`src/rtl/qint_pkg.sv`:
```
package qint_pkg;
  localparam int REG_AW = 4;
  localparam int SUM_W  = 5;

  localparam logic [REG_AW-1:0] ADR_DONE_STAT = 4'h0;
  localparam logic [REG_AW-1:0] ADR_DONE_EN   = 4'h1;
  localparam logic [REG_AW-1:0] ADR_EXC_SUM   = 4'h2;
  localparam logic [REG_AW-1:0] ADR_EXC_EN    = 4'h3;
  localparam logic [REG_AW-1:0] ADR_TX_DET    = 4'h4;
  localparam logic [REG_AW-1:0] ADR_RX_DET    = 4'h5;
  localparam logic [REG_AW-1:0] ADR_ZLP_DET   = 4'h6;
  localparam logic [REG_AW-1:0] ADR_TX_EEN    = 4'h7;
  localparam logic [REG_AW-1:0] ADR_RX_EEN    = 4'h8;
  localparam logic [REG_AW-1:0] ADR_ZLP_EEN   = 4'h9;

  // summary bit positions
  localparam int SUM_TX_CS  = 0;
  localparam int SUM_TX_LEN = 1;
  localparam int SUM_RX_CS  = 2;
  localparam int SUM_RX_LEN = 3;
  localparam int SUM_RX_ZLP = 4;
endpackage

```
`src/rtl/qint_w1c_bank.sv`:
```
module qint_w1c_bank #(
  parameter int               WIDTH = 32,
  parameter logic [WIDTH-1:0] VALID = '1
) (
  input  logic             clk_i,
  input  logic             rst_ni,
  input  logic [WIDTH-1:0] set_i,
  input  logic             clr_we_i,
  input  logic [WIDTH-1:0] clr_mask_i,
  output logic [WIDTH-1:0] stat_o
);
  logic [WIDTH-1:0] stat_q, stat_d, set_v, clr_v;
  logic             upd;

  // set wins over clear: clear is applied first, then events are OR-ed in
  always_comb begin
    set_v  = set_i & VALID;
    clr_v  = clr_we_i ? clr_mask_i : '0;
    stat_d = (stat_q & ~clr_v) | set_v;
    upd    = clr_we_i | (|set_v);
  end

  always_ff @(posedge clk_i or negedge rst_ni) begin
    if (!rst_ni) stat_q <= '0;
    else if (upd) stat_q <= stat_d;
  end

  assign stat_o = stat_q;
endmodule

```
`src/rtl/qint_en_reg.sv`:
```
module qint_en_reg #(
  parameter int WIDTH = 32
) (
  input  logic             clk_i,
  input  logic             rst_ni,
  input  logic             we_i,
  input  logic [WIDTH-1:0] wdata_i,
  output logic [WIDTH-1:0] q_o
);
  logic [WIDTH-1:0] q_q, q_d;

  always_comb q_d = wdata_i;

  always_ff @(posedge clk_i or negedge rst_ni) begin
    if (!rst_ni) q_q <= '0;
    else if (we_i) q_q <= q_d;
  end

  assign q_o = q_q;
endmodule

```
`src/rtl/qint_exc_sum.sv`:
```
module qint_exc_sum import qint_pkg::*; #(
  parameter int LANE = 16
) (
  input  logic [2*LANE-1:0] tx_det_i,
  input  logic [2*LANE-1:0] tx_en_i,
  input  logic [2*LANE-1:0] rx_det_i,
  input  logic [2*LANE-1:0] rx_en_i,
  input  logic [LANE-1:0]   zlp_det_i,
  input  logic [LANE-1:0]   zlp_en_i,
  output logic [SUM_W-1:0]  sum_o
);
  logic [2*LANE-1:0] tx_live, rx_live;
  logic [LANE-1:0]   zlp_live;

  always_comb begin
    tx_live  = tx_det_i & tx_en_i;
    rx_live  = rx_det_i & rx_en_i;
    zlp_live = zlp_det_i & zlp_en_i;
    sum_o             = '0;
    sum_o[SUM_TX_CS]  = |tx_live[LANE-1:0];
    sum_o[SUM_TX_LEN] = |tx_live[2*LANE-1:LANE];
    sum_o[SUM_RX_CS]  = |rx_live[LANE-1:0];
    sum_o[SUM_RX_LEN] = |rx_live[2*LANE-1:LANE];
    sum_o[SUM_RX_ZLP] = |zlp_live;
  end
endmodule

```
`src/rtl/qint_agg.sv`:
```
module qint_agg import qint_pkg::*; #(
  parameter int NUM_EP = 16
) (
  input  logic                clk_i,
  input  logic                rst_ni,
  input  logic [NUM_EP-1:0]   tx_done_i,
  input  logic [NUM_EP-1:0]   rx_done_i,
  input  logic [NUM_EP-1:0]   tx_cs_err_i,
  input  logic [NUM_EP-1:0]   tx_len_err_i,
  input  logic [NUM_EP-1:0]   rx_cs_err_i,
  input  logic [NUM_EP-1:0]   rx_len_err_i,
  input  logic [NUM_EP-1:0]   rx_zlp_i,
  input  logic                reg_we_i,
  input  logic [REG_AW-1:0]   reg_addr_i,
  input  logic [2*NUM_EP-1:0] reg_wdata_i,
  output logic [2*NUM_EP-1:0] reg_rdata_o,
  output logic                irq_o
);
  localparam int                DW        = 2 * NUM_EP;
  localparam logic [NUM_EP-1:0] LANE_MASK = {{(NUM_EP-1){1'b1}}, 1'b0};
  localparam logic [DW-1:0]     PAIR_MASK = {LANE_MASK, LANE_MASK};

  logic [DW-1:0]     done_q, done_en, tx_det, rx_det, tx_een, rx_een;
  logic [NUM_EP-1:0] zlp_det, zlp_een;
  logic [SUM_W-1:0]  exc_en, exc_sum;
  logic              wr_done, wr_den, wr_een, wr_txd, wr_rxd, wr_zlp;
  logic              wr_txe, wr_rxe, wr_zle;

  always_comb begin
    wr_done = reg_we_i && (reg_addr_i == ADR_DONE_STAT);
    wr_den  = reg_we_i && (reg_addr_i == ADR_DONE_EN);
    wr_een  = reg_we_i && (reg_addr_i == ADR_EXC_EN);
    wr_txd  = reg_we_i && (reg_addr_i == ADR_TX_DET);
    wr_rxd  = reg_we_i && (reg_addr_i == ADR_RX_DET);
    wr_zlp  = reg_we_i && (reg_addr_i == ADR_ZLP_DET);
    wr_txe  = reg_we_i && (reg_addr_i == ADR_TX_EEN);
    wr_rxe  = reg_we_i && (reg_addr_i == ADR_RX_EEN);
    wr_zle  = reg_we_i && (reg_addr_i == ADR_ZLP_EEN);
  end

  // status banks
  qint_w1c_bank #(.WIDTH(DW), .VALID(PAIR_MASK)) u_done (
    .clk_i, .rst_ni, .set_i({rx_done_i, tx_done_i}),
    .clr_we_i(wr_done), .clr_mask_i(reg_wdata_i), .stat_o(done_q));

  qint_w1c_bank #(.WIDTH(DW), .VALID(PAIR_MASK)) u_txdet (
    .clk_i, .rst_ni, .set_i({tx_len_err_i, tx_cs_err_i}),
    .clr_we_i(wr_txd), .clr_mask_i(reg_wdata_i), .stat_o(tx_det));

  qint_w1c_bank #(.WIDTH(DW), .VALID(PAIR_MASK)) u_rxdet (
    .clk_i, .rst_ni, .set_i({rx_len_err_i, rx_cs_err_i}),
    .clr_we_i(wr_rxd), .clr_mask_i(reg_wdata_i), .stat_o(rx_det));

  qint_w1c_bank #(.WIDTH(NUM_EP), .VALID(LANE_MASK)) u_zlpdet (
    .clk_i, .rst_ni, .set_i(rx_zlp_i),
    .clr_we_i(wr_zlp), .clr_mask_i(reg_wdata_i[NUM_EP-1:0]), .stat_o(zlp_det));

  // enable registers
  qint_en_reg #(.WIDTH(DW)) u_den (
    .clk_i, .rst_ni, .we_i(wr_den), .wdata_i(reg_wdata_i), .q_o(done_en));
  qint_en_reg #(.WIDTH(SUM_W)) u_een (
    .clk_i, .rst_ni, .we_i(wr_een), .wdata_i(reg_wdata_i[SUM_W-1:0]), .q_o(exc_en));
  qint_en_reg #(.WIDTH(DW)) u_txe (
    .clk_i, .rst_ni, .we_i(wr_txe), .wdata_i(reg_wdata_i), .q_o(tx_een));
  qint_en_reg #(.WIDTH(DW)) u_rxe (
    .clk_i, .rst_ni, .we_i(wr_rxe), .wdata_i(reg_wdata_i), .q_o(rx_een));
  qint_en_reg #(.WIDTH(NUM_EP)) u_zle (
    .clk_i, .rst_ni, .we_i(wr_zle), .wdata_i(reg_wdata_i[NUM_EP-1:0]), .q_o(zlp_een));

  qint_exc_sum #(.LANE(NUM_EP)) u_sum (
    .tx_det_i(tx_det), .tx_en_i(tx_een), .rx_det_i(rx_det), .rx_en_i(rx_een),
    .zlp_det_i(zlp_det), .zlp_en_i(zlp_een), .sum_o(exc_sum));

  always_comb begin
    reg_rdata_o = '0;
    case (reg_addr_i)
      ADR_DONE_STAT: reg_rdata_o = done_q;
      ADR_DONE_EN:   reg_rdata_o = done_en;
      ADR_EXC_SUM:   reg_rdata_o = DW'(exc_sum);
      ADR_EXC_EN:    reg_rdata_o = DW'(exc_en);
      ADR_TX_DET:    reg_rdata_o = tx_det;
      ADR_RX_DET:    reg_rdata_o = rx_det;
      ADR_ZLP_DET:   reg_rdata_o = DW'(zlp_det);
      ADR_TX_EEN:    reg_rdata_o = tx_een;
      ADR_RX_EEN:    reg_rdata_o = rx_een;
      ADR_ZLP_EEN:   reg_rdata_o = DW'(zlp_een);
      default:       reg_rdata_o = '0;
    endcase
  end

  always_comb irq_o = (|(done_q & done_en)) | (|(exc_sum & exc_en));
endmodule

```
`config.mk`:
```
export PLATFORM = sky130hd
export DESIGN_NAME = qint_agg
export DESIGN_NICKNAME = d
export VERILOG_FILES = /design/src/rtl/qint_pkg.sv /design/src/rtl/qint_w1c_bank.sv /design/src/rtl/qint_en_reg.sv /design/src/rtl/qint_exc_sum.sv /design/src/rtl/qint_agg.sv
export SDC_FILE = /design/constraint.sdc
export NUM_CORES = 1
export LEC_CHECK = 0
export ABC_AREA = 0
export BUFFER_PORTS_ARGS = -buffer_cell sky130_fd_sc_hd__buf_2
export CAP_MARGIN = 25
export CORE_MARGIN = 1
export CORE_UTILIZATION = 52
export DETAILED_ROUTE_END_ITERATION = 6
export GPL_ROUTABILITY_DRIVEN = 0
export PLACE_DENSITY_LB_ADDON = 0.12
export SYNTH_ARGS = -nofsm -noshare
export SYNTH_HDL_FRONTEND = slang
export SYNTH_SLANG_ARGS = --single-unit
```
`constraint.sdc`:
```
create_clock -name clk_i -period 2.25 [get_ports clk_i]
set_input_delay 0.45 -clock clk_i [delete_from_list [all_inputs] [get_ports clk_i]]
set_output_delay 0.45 -clock clk_i [all_outputs]
set_load 0.1 [all_outputs]
```
==> flow_metrics.py, run 1 <==
metrics = {
    "outcome": {
        "status": "finished with violations",
        "violations": "setup timing",
    },
    "setup_path": {
        "timing.setup.critical_path_class": "reg -> out",
        "rr_worst_depth": 3,
        "critical_path_arrival_ps": 2480,
        "required_ps": 1800,
        "cp_max_fo": 2,
        "worst_r2r_endpoint": "u_txe.q_o[9]$_DFFE_PN0P_",
        "r2r_slack_ps": 1220,
        "timing.critical_path.to_type": "primary output",
        "worst_path_largest_cell_delay_ps": 420,
        "timing.critical_path.cells": "a22o_1, a221oi_1, and4_1, o22ai_1, or3_4, buf_12",
        "critical_path.startpoint": "u_zlpdet.stat_o[1]$_DFFE_PN0P_",
        "timing.critical_path.slowest_stage_cell": "sky130_fd_sc_hd__or3_4",
        "setup.worst_path.start_class": "register",
        "worstReg2RegStart": "u_txe.q_o[9]$_DFFE_PN0P_",
    },
    "sta": {
        "slew_viol_final": 0,
        "period_minus_slack_ps": 2930,
        "max_slew.worst_pin.slew_ps": 535,
        "slew_headroom_pct": 64.4,
        "setup_viol": 32,
        "max_clock_freq_ghz": 0.342,
        "final_min_period_over_clock_period_pct": 130,
        "grt_setup_unrepaired": "yes",
        "post-route-worst-setup-slack_ps": -675,
        "skew_ps": 0,
        "timing_hold_violations_final": 0,
    },
    "logic_synthesis": {
        "ys_async_sr_fraction_pct": 100,
        "synth_sequential_area_ratio_pct": 54.7,
        "synthesis.area_mm2": 0.0105,
        "synth_edf_count": 0,
        "number_of_distinct_library_cell_variants_in_the_gate_level_netlist_after_synthesis": 44,
        "synth_top_flop_cell": "sky130_fd_sc_hd__dfrtp_1",
        "synth-warning-count": 0,
        "postSynthCellCount": 874,
        "synth-seq-cells": 229,
        "synth_area_per_cell_um2": 12.0,
        "syn_nets": 1025,
    },
    "floorplanning": {
        "rows": 51,
        "fp.dieArea_mm2": 0.0207,
        "floorplan.initialDensity_pct": 53.4,
        "coreArea_mm2": 0.0196,
        "die_width_um": 144,
        "chipHeight_um": 144,
        "io-pin-count": 184,
    },
    "global_routing": {
        "first_global_vias": 10400,
        "grt_antenna_before_repair": 1,
        "grtUsageTotal_pct": 39.7,
        "global_route.overflow_total": 0,
        "grt_first_pass_wirelength_mm": 60.3,
        "grt_start_max_net_pins": 61,
    },
    "placed_design": {
        "detailedPlacementHpwl_mm": 26.0,
        "placed_cells": 1542,
        "dp_worst_setup_slack_ps": -359,
        "placement.io_buffers": 176,
    },
    "drt": {
        "detail_route.wirelength_mm": 40.3,
        "wl_per_cell_um": 25.0,
        "drt_drc_violations_left": 0,
        "route.detailed.vias_per_inst": 6.29,
        "vias": 10200,
        "detailedRoute.firstIterationViolations": 902,
        "firstDrtPassIters": 5,
        "route.antenna.remaining_nets": 0,
    },
    "min_path": {
        "hold_path_class": "in -> reg",
        "min_path_cells": 2,
        "hold_path_startpoint": "tx_cs_err_i[12]",
        "hold-path-endpoint": "u_txdet.stat_o[12]$_DFFE_PN0P_",
    },
    "flow_run": {
        "drv_cap": 0,
    },
    "power": {
        "pwr_density_cell_mw_per_mm2": 782,
        "max-vdd-ir-drop_v": 0.000592,
        "cellLeakagePower_nw": 6.98,
    },
    "layout": {
        "final_net_count": 1482,
        "multiInputGateArea_mm2": 0.00521,
        "sequential_cell_area_mm2": 0.00573,
        "area_growth_syn_to_layout_pct": 57.0,
        "number_of_fill_cells_in_the_layout": 985,
        "final_cell_count_no_fill": 1615,
        "post_route_cells_drive_above_1_share_pct": 56.6,
    },
    "cts": {
        "worstSkewPairLatency_ps": 540,
        "cts_buffers": 26,
        "cts_max_level": 1,
        "clock_tree.buffer_depth": 3,
        "cts-root-buf": "sky130_fd_sc_hd__clkbuf_16",
        "cts_tree": "yes",
        "cts.clk_slew.worst_paths_ps": 60,
        "cts_num_sinks": 229,
    },
}
final cells by class:
type | count | share of cell area (%)
diodes | 1 | 0.0152
clock buffers | 36 | 4.49
clock inverters | 10 | 0.853
inverters | 5 | 0.114
multi-input cells | 586 | 31.7
flip-flops and latches | 229 | 34.9
well taps | 265 | 2.02
repair buffers | 483 | 25.9
cells by family after synthesis:
logic type,after synthesis,share of synthesized area [%]
AOI/OAI and AO/OA,289,21.3
buffers and inverters,59,2.80
DFF,229,54.7
muxes,117,12.6
and+or+nand+nor,180,8.53
per-stage QoR:
stage | hold slack (ps) | TNS [ps] | instance area (µm²) | power [W] | util [%]
after global placement | 423 | -8380 | 14600 | 0.00808 | 74.5
after floorplan | 154 | -3440 | 10900 | 0.00650 | -
final | 79.6 | -5350 | 16400 | 0.0129 | 83.9
after global routing | 75.7 | -6700 | 16400 | 0.0132 | 83.9
after CTS | 68.1 | -4320 | 16400 | 0.0127 | 83.7
after detailed placement | 426 | -13250 | 14600 | 0.00817 | 74.5
state kept, by name, summed over array words and instances, names as in the netlist:
register         cells
u_rxdet.stat_o      32
u_den.q_o           32
u_txdet.stat_o      32
u_zle.q_o           16
u_rxe.q_o           32
u_een.q_o            5
u_txe.q_o           32
u_zlpdet.stat_o     16
u_done.stat_o       32
report_power, final:
part           switching (W)  internal [W]
Combinational        0.00171       0.00172
Sequential          0.000432       0.00464
Clock                0.00173       0.00263
Total                0.00387       0.00899
cell usage in the layout, fill, tap and decap left out, types with 3 or more instances in the layout:
master and n:
sky130_fd_sc_hd__buf_4 249, sky130_fd_sc_hd__dfrtp_1 228, sky130_fd_sc_hd__buf_2 138, sky130_fd_sc_hd__mux2_2 116, sky130_fd_sc_hd__nand2_1 112, sky130_fd_sc_hd__a21o_1 105
sky130_fd_sc_hd__a22oi_2 69, sky130_fd_sc_hd__buf_12 62, sky130_fd_sc_hd__a22oi_1 42, sky130_fd_sc_hd__a22o_1 26, sky130_fd_sc_hd__clkbuf_16 26, sky130_fd_sc_hd__buf_6 25
sky130_fd_sc_hd__nand4_1 16, sky130_fd_sc_hd__nand3_4 14, sky130_fd_sc_hd__a221oi_2 12, sky130_fd_sc_hd__a221oi_1 10, sky130_fd_sc_hd__a21boi_0 7, sky130_fd_sc_hd__a222oi_1 5
sky130_fd_sc_hd__inv_1 5, sky130_fd_sc_hd__clkbuf_8 5, sky130_fd_sc_hd__clkbuf_1 5, sky130_fd_sc_hd__clkinv_2 5, sky130_fd_sc_hd__nor2b_1 4, sky130_fd_sc_hd__and2_1 4
sky130_fd_sc_hd__buf_16 4, sky130_fd_sc_hd__buf_8 4, sky130_fd_sc_hd__nor4b_4 3, sky130_fd_sc_hd__and4_4 3, sky130_fd_sc_hd__bufinv_16 3
layer usage:
| layer | GRT usage, % | up-vias | routed length (µm) | share of wire (%) |
|---|---|---|---|---|
| met3 | 8.33 | 188 | 3670 | 9.1 |
| li1 | - | 4253 | - | - |
| met1 | 49.0 | 5057 | 14900 | 37 |
| met2 | 64.3 | 656 | 19200 | 48 |
| met5 | 0 | - | 0 | 0 |
| met4 | 23.6 | 0 | 2500 | 6.2 |
cells in the mapped netlist, types with 3 or more instances:
master | n | area (µm²)
sky130_fd_sc_hd__dfrtp_1 | 229 | 5730
sky130_fd_sc_hd__mux2_2 | 116 | 1310
sky130_fd_sc_hd__nand2_1 | 113 | 424
sky130_fd_sc_hd__a22oi_1 | 111 | 833
sky130_fd_sc_hd__a21o_1 | 105 | 788
sky130_fd_sc_hd__buf_2 | 38 | 190
sky130_fd_sc_hd__a22o_1 | 26 | 228
sky130_fd_sc_hd__a221oi_1 | 23 | 201
sky130_fd_sc_hd__nand3_1 | 18 | 90.1
sky130_fd_sc_hd__nand4_1 | 16 | 100
sky130_fd_sc_hd__clkbuf_1 | 10 | 37.5
sky130_fd_sc_hd__a21boi_0 | 7 | 52.6
sky130_fd_sc_hd__a222oi_1 | 5 | 50.1
sky130_fd_sc_hd__and4_1 | 5 | 43.8
sky130_fd_sc_hd__inv_1 | 5 | 18.8
sky130_fd_sc_hd__buf_4 | 4 | 30.0
sky130_fd_sc_hd__nor2b_1 | 4 | 25.0
sky130_fd_sc_hd__o21ai_0 | 4 | 20.0
sky130_fd_sc_hd__nor2_1 | 3 | 11.3
worst max-delay path: cells and delay by family (launching register included):
kind	cells	cell delay, ps
and+or+nand+nor	2	690
buffers and inverters	1	180
DFF	1	400
AOI/OAI and AO/OA	3	670
repair_timing:
item / 4_1_cts / 5_1_grt
setup buffers: 20 / 6
hold endpoints to repair: 56 / 0
gates resized for setup: 127 / 22
endpoints found under the setup margin: 33 / 33
gates cloned: 7 / 0
hold buffers: 1 / 0
pin swaps: 65 / 31
worst max path at each step:
stage                                 to  slack [ps]  depth (start not counted)
after global routing               irq_o        -730                          6
after global placement             irq_o        -300                          7
after floorplan           reg_rdata_o[6]        -320                          6
after detailed placement           irq_o        -360                          7
final                              irq_o        -680                          6
after CTS                          irq_o        -630                          7
Note: power is estimated with default switching activity, not from simulation.
==> run 2: changes to the inputs <==
--- a/config.mk
+++ b/config.mk
@@ -9,7 +9,7 @@
 export BUFFER_PORTS_ARGS = -buffer_cell sky130_fd_sc_hd__buf_2
 export CAP_MARGIN = 25
 export CORE_MARGIN = 1
-export CORE_UTILIZATION = 52
+export CORE_UTILIZATION = 51
 export DETAILED_ROUTE_END_ITERATION = 6
 export GPL_ROUTABILITY_DRIVEN = 0
 export PLACE_DENSITY_LB_ADDON = 0.12
==> constraint.sdc (replaced) <==
create_clock -name clk_i -period 2.45 [get_ports clk_i]
set_input_delay 0.49 -clock clk_i [delete_from_list [all_inputs] [get_ports clk_i]]
set_output_delay 0.49 -clock clk_i [all_outputs]
set_load 0.1 [all_outputs]
==> run 2 against run 1 <==
Net effect:
- critical path type unchanged
- largest cell class unchanged
- largest power group unchanged
- register-to-register slack improved by 250 ps
- the run still ends with setup timing left
- critical path depth did not move
- sequential share of layout area rose by 2.7 points
- die area rose by 1.9%
==> flow_metrics.py, run 2 (synthesis gave the netlist of run 1 again) <==
metrics = {
    "cts": {
        "cts.clk_slew.worst_paths_ps": 60,
        "worstSkewPairLatency_ps": 530,
        "cts-root-buf": "sky130_fd_sc_hd__clkbuf_16",
        "cts_max_level": 1,
        "cts_buffers": 25,
        "clock_tree.buffer_depth": 3,
        "cts_num_sinks": 229,
        "cts_tree": "yes",
    },
    "layout": {
        "number_of_fill_cells_in_the_layout": 1388,
        "final_net_count": 1397,
        "mostFrequentLayoutCell": "sky130_fd_sc_hd__dfrtp_1",
        "area_growth_syn_to_layout_pct": 45.8,
        "finalCoreUtilization_pct": 75.7,
        "post_route_cells_drive_above_1_share_pct": 50.0,
        "mostFrequentLayoutCells": "sky130_fd_sc_hd__dfrtp_1, sky130_fd_sc_hd__buf_4, sky130_fd_sc_hd__buf_2",
        "antenna_cells": 0,
    },
    "flow_run": {
        "drv_cap": 0,
    },
    "sta": {
        "final_min_period_over_clock_period_pct": 122,
        "setup_viol": 6,
        "grt_setup_unrepaired": "yes",
        "slew_viol_final": 0,
        "post-route-worst-setup-slack_ps": -535,
        "timing_hold_violations_final": 0,
        "max_clock_freq_ghz": 0.335,
        "period_minus_slack_ps": 2980,
        "max_slew.worst_pin.slew_ps": 598,
        "skew_ps": 0,
        "slew_headroom_pct": 60.2,
    },
    "power": {
        "pwr_density_cell_mw_per_mm2": 743,
        "cellLeakagePower_nw": 6.48,
        "power_w": 0.0113,
        "max-vdd-ir-drop_v": 0.000618,
    },
    "drt": {
        "firstDrtPassIters": 7,
        "detailedRoute.firstIterationViolations": 801,
        "drt_drc_violations_left": 0,
        "vias": 9296,
        "wl_per_cell_um": 23.2,
        "route.detailed.vias_per_inst": 6.06,
        "route.antenna.remaining_nets": 0,
        "detail_route.wirelength_mm": 35.6,
    },
    "setup_path": {
        "required_ps": 1960,
        "critical_path_arrival_ps": 2490,
        "setup.worst_path.start_class": "register",
        "worst_path_largest_cell_delay_ps": 420,
        "timing.setup.critical_path_class": "reg -> out",
        "timing.critical_path.to_type": "primary output",
        "worstReg2RegStart": "u_den.q_o[1]$_DFFE_PN0P_",
        "timing.critical_path.slowest_stage_cell": "sky130_fd_sc_hd__or3_4",
        "rr_worst_depth": 2,
        "timing.critical_path.cells": "a22o_1, a221oi_2, and4_4, o22ai_1, or3_4, buf_12",
        "timing.critical_path.buf_inv": 1,
        "worst_r2r_endpoint": "u_den.q_o[1]$_DFFE_PN0P_",
        "r2r_slack_ps": 1470,
        "critPathTopFamily": "simple AND/OR/NAND/NOR gates",
        "cp_max_fo": 3,
    },
    "placed_design": {
        "placement.io_buffers": 176,
        "detailedPlacementHpwl_mm": 25.1,
    },
    "floorplanning": {
        "fp.dieArea_mm2": 0.0211,
        "coreArea_mm2": 0.0202,
        "floorplan.initialDensity_pct": 51.9,
        "rows": 52,
        "chipHeight_um": 145,
        "io-pin-count": 184,
        "die_width_um": 145,
    },
    "global_routing": {
        "grtUsageTotal_pct": 33.9,
        "grt_antenna_before_repair": 0,
        "grt_first_pass_wirelength_mm": 55.0,
        "global_route.overflow_total": 0,
        "first_global_vias": 9635,
        "grt_start_max_net_pins": 75,
    },
    "min_path": {
        "hold-path-endpoint": "u_txdet.stat_o[29]$_DFFE_PN0P_",
        "hold_path_startpoint": "tx_len_err_i[13]",
        "hold_path_class": "in -> reg",
        "min_path_cells": 2,
    },
    "outcome": {
        "status": "finished with violations",
        "violations": "setup timing",
    },
}
==> run 2: cell type report <==
class,count,area (µm²),area share (%)
Inverter,5,18.8,0.123
Multi-Input combinational cell,586,4870,31.9
Tap cell,270,338,2.21
Timing Repair Buffer,399,3420,22.4
Sequential cell,229,5730,37.6
Clock buffer,35,743,4.87
Clock inverter,10,140,0.918
==> run 2: power breakdown <==
part / internal [W] / switching (W)
clock: 0.00243 / 0.00155
combinational: 0.00133 / 0.00136
sequential: 0.00426 / 0.000411
==> run 2: what timing repair did <==
item                                    4_1_cts  5_1_grt
gates cloned                                  0        2
endpoints found under the setup margin       33       26
resized for setup                            54       28
hold endpoints to repair                     68        0
pin swaps                                    22       24
hold buffers                                  1        0
setup buffers                                 6        9
==> run 2: worst max-delay path by stage <==
stage | from | depth (start not counted) | slack, ps | end
2_1_floorplan | reg_addr_i[3] | 4 | -360 | reg_rdata_o[3]
3_3_place_gp | u_done.stat_o[1]$_DFFE_PN0P_ | 7 | -190 | irq_o
3_5_place_dp | u_done.stat_o[1]$_DFFE_PN0P_ | 7 | -270 | irq_o
4_1_cts | u_den.q_o[29]$_DFFE_PN0P_ | 8 | -540 | irq_o
5_1_grt | u_den.q_o[1]$_DFFE_PN0P_ | 7 | -550 | irq_o
6_report | u_txe.q_o[9]$_DFFE_PN0P_ | 6 | -530 | irq_o
==> run 2: metrics by stage <==
| stage | hold slack [ps] | cells | worst slack, ps | area, µm² | TNS, ps |
|---|---|---|---|---|---|
| detailed placement | 492 | 1473 | -274 | 13800 | -3070 |
| CTS | 112 | 1524 | -536 | 15000 | -1620 |
| finish | 125 | 1534 | -535 | 15300 | -1680 |
| global placement | 483 | 1473 | -193 | 13800 | -2840 |
| floorplan | 194 | 874 | -357 | 10800 | -1980 |
| global route | 117 | 1534 | -554 | 15300 | -1870 |
==> run 2: metal layers <==
layer / up-vias / global-route usage, % / share of wire [%]
met5: - / 0 / 0
li1: 4073 / - / -
met2: 488 / 56.1 / 48
met4: 0 / 12.4 / 3.3
met3: 84 / 5.35 / 7.6
met1: 4651 / 45.4 / 41
